$ cat src/rtl/pbt_pkg.sv
package pbt_pkg;

  typedef enum logic {
    DIR_RX = 1'b0,
    DIR_TX = 1'b1
  } dir_e;

  typedef struct packed {
    logic a;
    logic b;
    logic par;
    logic err;
  } drive_en_t;

endpackage

$ cat src/rtl/pbt_parity_tree.sv
module pbt_parity_tree #(
  parameter int unsigned DATA_W = 8
) (
  input  logic [DATA_W-1:0] data_i,
  output logic              odd_o
);

  localparam int unsigned LEVELS = (DATA_W > 1) ? $clog2(DATA_W) : 0;
  localparam int unsigned PAD_W  = 1 << LEVELS;
  localparam int unsigned NODES  = 2 * PAD_W - 1;

  // heap layout: node k has children 2k+1 and 2k+2, leaves at PAD_W-1..
  logic [NODES-1:0] node;

  for (genvar j = 0; j < PAD_W; j++) begin : g_leaf
    if (j < DATA_W) begin : g_data
      assign node[PAD_W-1+j] = data_i[j];
    end else begin : g_pad
      assign node[PAD_W-1+j] = 1'b0;
    end
  end

  for (genvar k = 0; k < PAD_W - 1; k++) begin : g_inner
    assign node[k] = node[2*k+1] ^ node[2*k+2];
  end

  assign odd_o = node[0];

endmodule

$ cat src/rtl/pbt_dir_ctrl.sv
module pbt_dir_ctrl
  import pbt_pkg::*;
(
  input  logic      oe_ni,
  input  logic      dir_tx_i,
  output drive_en_t en_o
);

  dir_e dir;
  logic active;

  assign dir    = dir_e'(dir_tx_i);
  assign active = ~oe_ni;

  always_comb begin
    en_o = '0;
    if (active) begin
      unique case (dir)
        DIR_TX: begin
          en_o.b   = 1'b1;
          en_o.par = 1'b1;
        end
        DIR_RX: begin
          en_o.a   = 1'b1;
          en_o.err = 1'b1;
        end
        default: en_o = '0;
      endcase
    end
  end

  always_comb begin
    if (!oe_ni) begin
      a_r8_one_side: assert ($countones({en_o.a, en_o.b}) == 1)
        else $error("R8: data enables not exclusive");
    end
  end

endmodule

$ cat src/rtl/pbt_port_mux.sv
module pbt_port_mux #(
  parameter int unsigned DATA_W = 8
) (
  input  logic [DATA_W-1:0] data_i,
  input  logic              en_i,
  output logic [DATA_W-1:0] data_o
);

  // released side rests at zero so downstream compare logic never sees X
  for (genvar i = 0; i < DATA_W; i++) begin : g_bit
    assign data_o[i] = data_i[i] & en_i;
  end

endmodule

$ cat src/rtl/parity_bus_xcvr.sv
module parity_bus_xcvr
  import pbt_pkg::*;
#(
  parameter int unsigned DATA_W = 8
) (
  input  logic              oe_ni,
  input  logic              dir_tx_i,
  input  logic              odd_sel_i,
  input  logic [DATA_W-1:0] a_i,
  output logic [DATA_W-1:0] a_o,
  output logic              a_oe_o,
  input  logic [DATA_W-1:0] b_i,
  output logic [DATA_W-1:0] b_o,
  output logic              b_oe_o,
  input  logic              par_i,
  output logic              par_o,
  output logic              par_oe_o,
  output logic              err_no,
  output logic              err_oe_o
);

  drive_en_t en;
  logic      a_odd;
  logic      b_odd;
  logic      mismatch;

  pbt_dir_ctrl i_dir_ctrl (
    .oe_ni    (oe_ni),
    .dir_tx_i (dir_tx_i),
    .en_o     (en)
  );

  pbt_port_mux #(.DATA_W(DATA_W)) i_mux_to_b (
    .data_i (a_i),
    .en_i   (en.b),
    .data_o (b_o)
  );

  pbt_port_mux #(.DATA_W(DATA_W)) i_mux_to_a (
    .data_i (b_i),
    .en_i   (en.a),
    .data_o (a_o)
  );

  pbt_parity_tree #(.DATA_W(DATA_W)) i_tree_a (
    .data_i (a_i),
    .odd_o  (a_odd)
  );

  pbt_parity_tree #(.DATA_W(DATA_W)) i_tree_b (
    .data_i (b_i),
    .odd_o  (b_odd)
  );

  // received word plus parity bit must have parity equal to odd_sel_i
  assign mismatch = b_odd ^ par_i ^ odd_sel_i;

  assign par_o    = en.par & (a_odd ^ odd_sel_i);
  assign err_no   = ~(en.err & mismatch);
  assign a_oe_o   = en.a;
  assign b_oe_o   = en.b;
  assign par_oe_o = en.par;
  assign err_oe_o = en.err;

  always_comb begin
    if (oe_ni) begin
      a_r2_release: assert ({a_oe_o, b_oe_o, par_oe_o, err_oe_o} == 4'b0000)
        else $error("R2: driver active while disabled");
    end
    a_r3_idle_a: assert (a_oe_o || (a_o == '0))
      else $error("R3: side A not idle");
    a_r3_idle_b: assert (b_oe_o || (b_o == '0))
      else $error("R3: side B not idle");
    a_r3_idle_flags: assert ((par_oe_o || !par_o) && (err_oe_o || err_no))
      else $error("R3: flags not idle");
    if (b_oe_o) begin
      a_r1_pass_to_b: assert (b_o == a_i) else $error("R1: A->B corrupted");
    end
    if (a_oe_o) begin
      a_r1_pass_to_a: assert (a_o == b_i) else $error("R1: B->A corrupted");
    end
    if (par_oe_o && b_oe_o) begin
      a_r4_sent_word: assert ((^{b_o, par_o}) == odd_sel_i)
        else $error("R4: sent word parity wrong");
    end
    if (err_oe_o && a_oe_o) begin
      a_r5_r6_check: assert (err_no == ((^{a_o, par_i}) == odd_sel_i))
        else $error("R5/R6: error flag wrong");
    end
    a_r7_flag_excl: assert (!(par_oe_o && err_oe_o) &&
                            (!par_oe_o || b_oe_o) && (!err_oe_o || a_oe_o))
      else $error("R7: flag enables inconsistent");
  end

endmodule

$ cat config.mk
export PLATFORM = sky130hd
export DESIGN_NAME = parity_bus_xcvr
export DESIGN_NICKNAME = d
export VERILOG_FILES = /design/src/rtl/pbt_pkg.sv /design/src/rtl/pbt_parity_tree.sv /design/src/rtl/pbt_dir_ctrl.sv /design/src/rtl/pbt_port_mux.sv /design/src/rtl/parity_bus_xcvr.sv
export SDC_FILE = /design/constraint.sdc
export NUM_CORES = 1
export LEC_CHECK = 0
export BUFFER_PORTS_ARGS = -buffer_cell sky130_fd_sc_hd__buf_2
export CAP_MARGIN = 0
export CORE_AREA = 4 4 41 43
export DETAILED_ROUTE_END_ITERATION = 7
export DIE_AREA = 0 0 45 47
export PLACE_DENSITY_LB_ADDON = 0.15
export SLEW_MARGIN = 5
export SYNTH_ARGS = -nofsm -noshare
export SYNTH_HDL_FRONTEND = slang
export SYNTH_SLANG_ARGS = --single-unit
$ cat constraint.sdc
create_clock -name vclk -period 2.65
set_clock_uncertainty 0.15 [all_clocks]
set_input_delay 0.1325 -clock vclk [all_inputs]
set_output_delay 0.1325 -clock vclk [all_outputs]
set_load 0.01 [all_outputs]
-- Word-level counts from Yosys, hierarchy flattened
Cells that the tools add are included.
Widths: inputs -> output; s select.
- add/sub/neg operators: 0
- $mul: 0
- divide/modulo/power cells: 0
- $lt $le $gt $ge: 0
- eq/ne operators: 0
- shift operators: 0
- multiplexer cells: 3
- bitwise logic cells: 36
- reduce and logical (&&, ||, !) cells: 0
- operator list (kind ; number):
    $and 1x1->1 ; 18
    $xor 1x1->1 ; 17
    $mux 4 ; 1
    $mux 2 ; 1
    $mux 1 ; 1
    $not 1->1 ; 1
- register bits after elaboration: 0
- latch bits: 0
- memory bits (writable): 0
- bits in read-only memories: 0
- bits of input ports: 20
- output and inout bits: 22
- logic and storage cells: 39
- memories kept: 0

-- Logic depth before layout (Yosys ltp)
- depth after elaboration: 7
- gate-level depth with buffers: 4
- gate-level depth less buffers: 4

-- Cells and area by module
A second synthesis with hierarchy kept.
- cells, all modules: 38
- area, all modules: 297.8 um2
- by module, submodules not included (module ; instances ; cells each ; area each (um2) ; sequential area each (um2)):
    pbt_parity_tree ; 2 ; 7 ; 61.3 ; 0.0
    pbt_port_mux ; 2 ; 8 ; 50.0 ; 0.0
    parity_bus_xcvr ; 1 ; 4 ; 42.5 ; 0.0
    pbt_dir_ctrl ; 1 ; 4 ; 32.5 ; 0.0

-- Least setup slack after synthesis
OpenSTA, ideal clock, no wires.
- path kind: input-to-output
- start: input port odd_sel_i
- end: output port par_o
- arrival: 975 ps
- required time: 2368 ps
- path slack: 1392 ps
- stages on the path: 4
- path buffers: 0
- path through: xor2_1 -> xnor3_1 -> xnor2_1 -> and2_1
- word-level cells in the longest chain between the ends: 2
- RTL lines (element ; RTL line ; RTL):
    from (decl) ; parity_bus_xcvr.sv:8 ; input logic odd_sel_i,
    $xor 1x1->1 ; parity_bus_xcvr.sv:58 ; assign par_o = en.par & (a_odd ^ odd_sel_i);
    $and 1x1->1 ; parity_bus_xcvr.sv:58 ;
    to (decl) ; parity_bus_xcvr.sv:16 ; output logic par_o,
Every way passes these cells.

-- Worst setup path in the final report
- start: input port b_i[2]
- end: output port err_no
- word-level cells in the longest chain between the ends: 7
- RTL lines (element ; RTL line ; RTL):
    from (decl) ; parity_bus_xcvr.sv:12 ; input logic [DATA_W-1:0] b_i,
    $xor 1x1->1 (3 in series) ; pbt_parity_tree.sv:24 ; assign node[k] = node[2*k+1] ^ node[2*k+2];
    $xor 1x1->1 (2 in series) ; parity_bus_xcvr.sv:56 ; assign mismatch = b_odd ^ par_i ^ odd_sel_i;
    $and 1x1->1 ; parity_bus_xcvr.sv:59 ; assign err_no = ~(en.err & mismatch);
    $not 1->1 ; parity_bus_xcvr.sv:59 ;
    to (decl) ; parity_bus_xcvr.sv:18 ; output logic err_no,
Every way passes these cells.

==> summary.md <==
| Metric | Value |
|---|---|
| Status | `complete, no violations` |
| Rel. slew slack | `65.1%` |
| Placed cell areas | `508 um^2` |
| Slowest-stage cell, CP | `xnor3_1` |
| Gate power share | `100.0%` |
| Hold-fix buffers, CTS | `0` |
| Vias per inst | `3.86` |
| Detailed Place HPWL | `788 um` |
| Core box area | `1300 um^2` |
| FF/Latch Area | `0 um^2` |
| Port bufs | `42` |
| Row count | `13` |
| Filler cells | `149` |
| Most common cell on crit path | `buf_2` |
| Distinct cells, synth | `9` |
| Initial antenna violation count | `0` |
| Die Y-Extent | `47 um` |
| Synthesized instance count | `38` |
| Power share of the clock group | `0%` |
| P_int | `0.0626 mW` |
| # diodes | `0` |
| Commonest non-fill, non-tap cell in the layout | `buf_2` |
| Gr usage total | `7.58%` |
| Chip width | `45 um` |
| DRT Pass-1 Iters | `1` |
| Initial core utilization | `23.5%` |
| DR vias | `355` |
| Area of the multi-input gates | `279 um^2` |
| Antenna viol nets, final | `0` |
| Final Max Tran Viols | `0` |
| Vias in the first global route | `307` |
| Least-Margin Pin Slew | `0.523 ns` |
| Setup-failing EPs final | `0` |
| Critical path, cell by cell | `buf_2, xor2_1, xnor3_1, xnor2_1, nand2_1, buf_2` |
| Max Fclk | `673 MHz` |
| Routability cong. | `0.638` |
| Post-layout minimum cycle time | `1.49 ns` |
| Sequential cell count | `0` |
| Total grt overflow | `0` |
| Area leader, netlist | `and2_1` |
| Worst min path class | `input pin to output pin` |
| Synth area leaders | `and2_1, xnor2_1, xnor3_1` |
| RSZ-0062 raised after global routing | `false` |
| CP required | `2.37 ns` |
| Iteration-0 DRC Markers | `0` |
| Leak pwr | `0.307 nW` |
| Cell Area, Synth | `305 um^2` |
| TNS Setup | `0 ns` |
| Drt drc | `0` |
| Peak supply drop | `0.0864 mV` |
| NetSw | `0.0445 mW` |
| Final Routed Wirelength | `872 um` |
| Yosys top cell area share | `34.8%` |
| CP peak stage delay | `0.42 ns` |
| Critical path startpoint category | `input pin` |
| Sw Share | `41.5%` |
| Die area | `2120 um^2` |
| Post-CTS Setup Repair Bufs | `0` |
| Ys Warns | `0` |
| Final instance area | `508 um^2` |
| Syn_area_per_cell | `8.03 um^2` |
| IO Pins | `42` |
| Share of cells above drive strength 1 | `54.5%` |
| Post-cts sizing count | `0` |
| Final hold violation count | `0` |
| CLK BUF | `0` |
| Pin count of the biggest net entering global routing | `12` |
| Net Count, Synth | `58` |
| Most frequent cells in the layout | `buf_2, and2_1, xnor2_1` |
| Power Dens Cells | `211 nW/um^2` |
| Period utilisation layout | `56.1%` |
| Critical Path Fanout Max | `2` |
| Seq pwr share | `0%` |
| Wire per inst | `9.48 um` |
| First-pass GRT wire length | `1.27 mm` |
| # nets final | `99` |
| Crit Path Category | `input pin to output pin` |
| Max-Cap Viols | `0` |
| Worst Setup End Kind | `output pin` |
| Worst EP arrival | `1.20 ns` |
| Sequential area share after synthesis | `0%` |
| Layout area overhead | `66.4%` |
==> logic make-up (layout without fill, tap and decap cells) <==
| family | count (synthesis) | after routing | share of synthesized area [%] |
|---|---|---|---|
| and+or+nand+nor | 20 | 20 | 39.3 |
| xor gates and xnor gates | 15 | 15 | 52.0 |
| buffers and inverters | 3 | 42 | 8.60 |
==> synth_stat cells (all sizes together) <==
library cell	number
nand2	1
nor2	1
xnor3	2
and2	17
xnor2	10
xor2	3
nor2b	1
buf	3
==> area by class of cell <==
cell class	instances	area share, %
timing repair buffer	42	41.4
multi-input combinational	35	54.9
tap	15	3.69
==> critical path, delay by kind of cell <==
family / cells / cell delay, ns
buf+inv: 2 / 0.27
xor+xnor: 3 / 0.74
simple gates: 1 / 0.07
==> per-stage QoR <==
step	power [mW]	hold WS, ns	std cells	utilization, %	worst slack, ns
2_1_floorplan	0.0729	0.209	38	-	1.39
3_3_place_gp	0.108	0.429	92	39.0	1.17
3_5_place_dp	0.109	0.430	92	39.0	1.15
4_1_cts	0.109	0.431	92	39.0	1.15
5_1_grt	0.119	0.446	92	39.0	1.07
6_report	0.107	0.428	92	39.0	1.16
==> routing by layer <==
| metal | track usage [%] | up-vias | wire (um) | share of wire, % |
|---|---|---|---|---|
| met5 | 0 | - | 0 | 0 |
| met4 | 0 | 0 | 0 | 0 |
| met3 | 0.383 | 0 | 135 | 15 |
| met2 | 15.8 | 21 | 424 | 49 |
| met1 | 8.84 | 143 | 311 | 36 |
| li1 | - | 191 | - | - |
==> final timing paths <==
check	startpoint	to	slack, ns	cells after the start
setup / recovery	b_i[2]	err_no	1.16	6
hold / removal	b_i[2]	a_o[2]	0.43	3
==> power by group through the flow <==
stage	Combinational, mW	Sequential (mW)	Clock, mW
after floorplan	0.0729	0	0
after global placement	0.108	0	0
after detailed placement	0.109	0	0
after CTS	0.109	0	0
after global routing	0.119	0	0
final	0.107	0	0
Note: power is estimated with default switching activity, not from simulation.
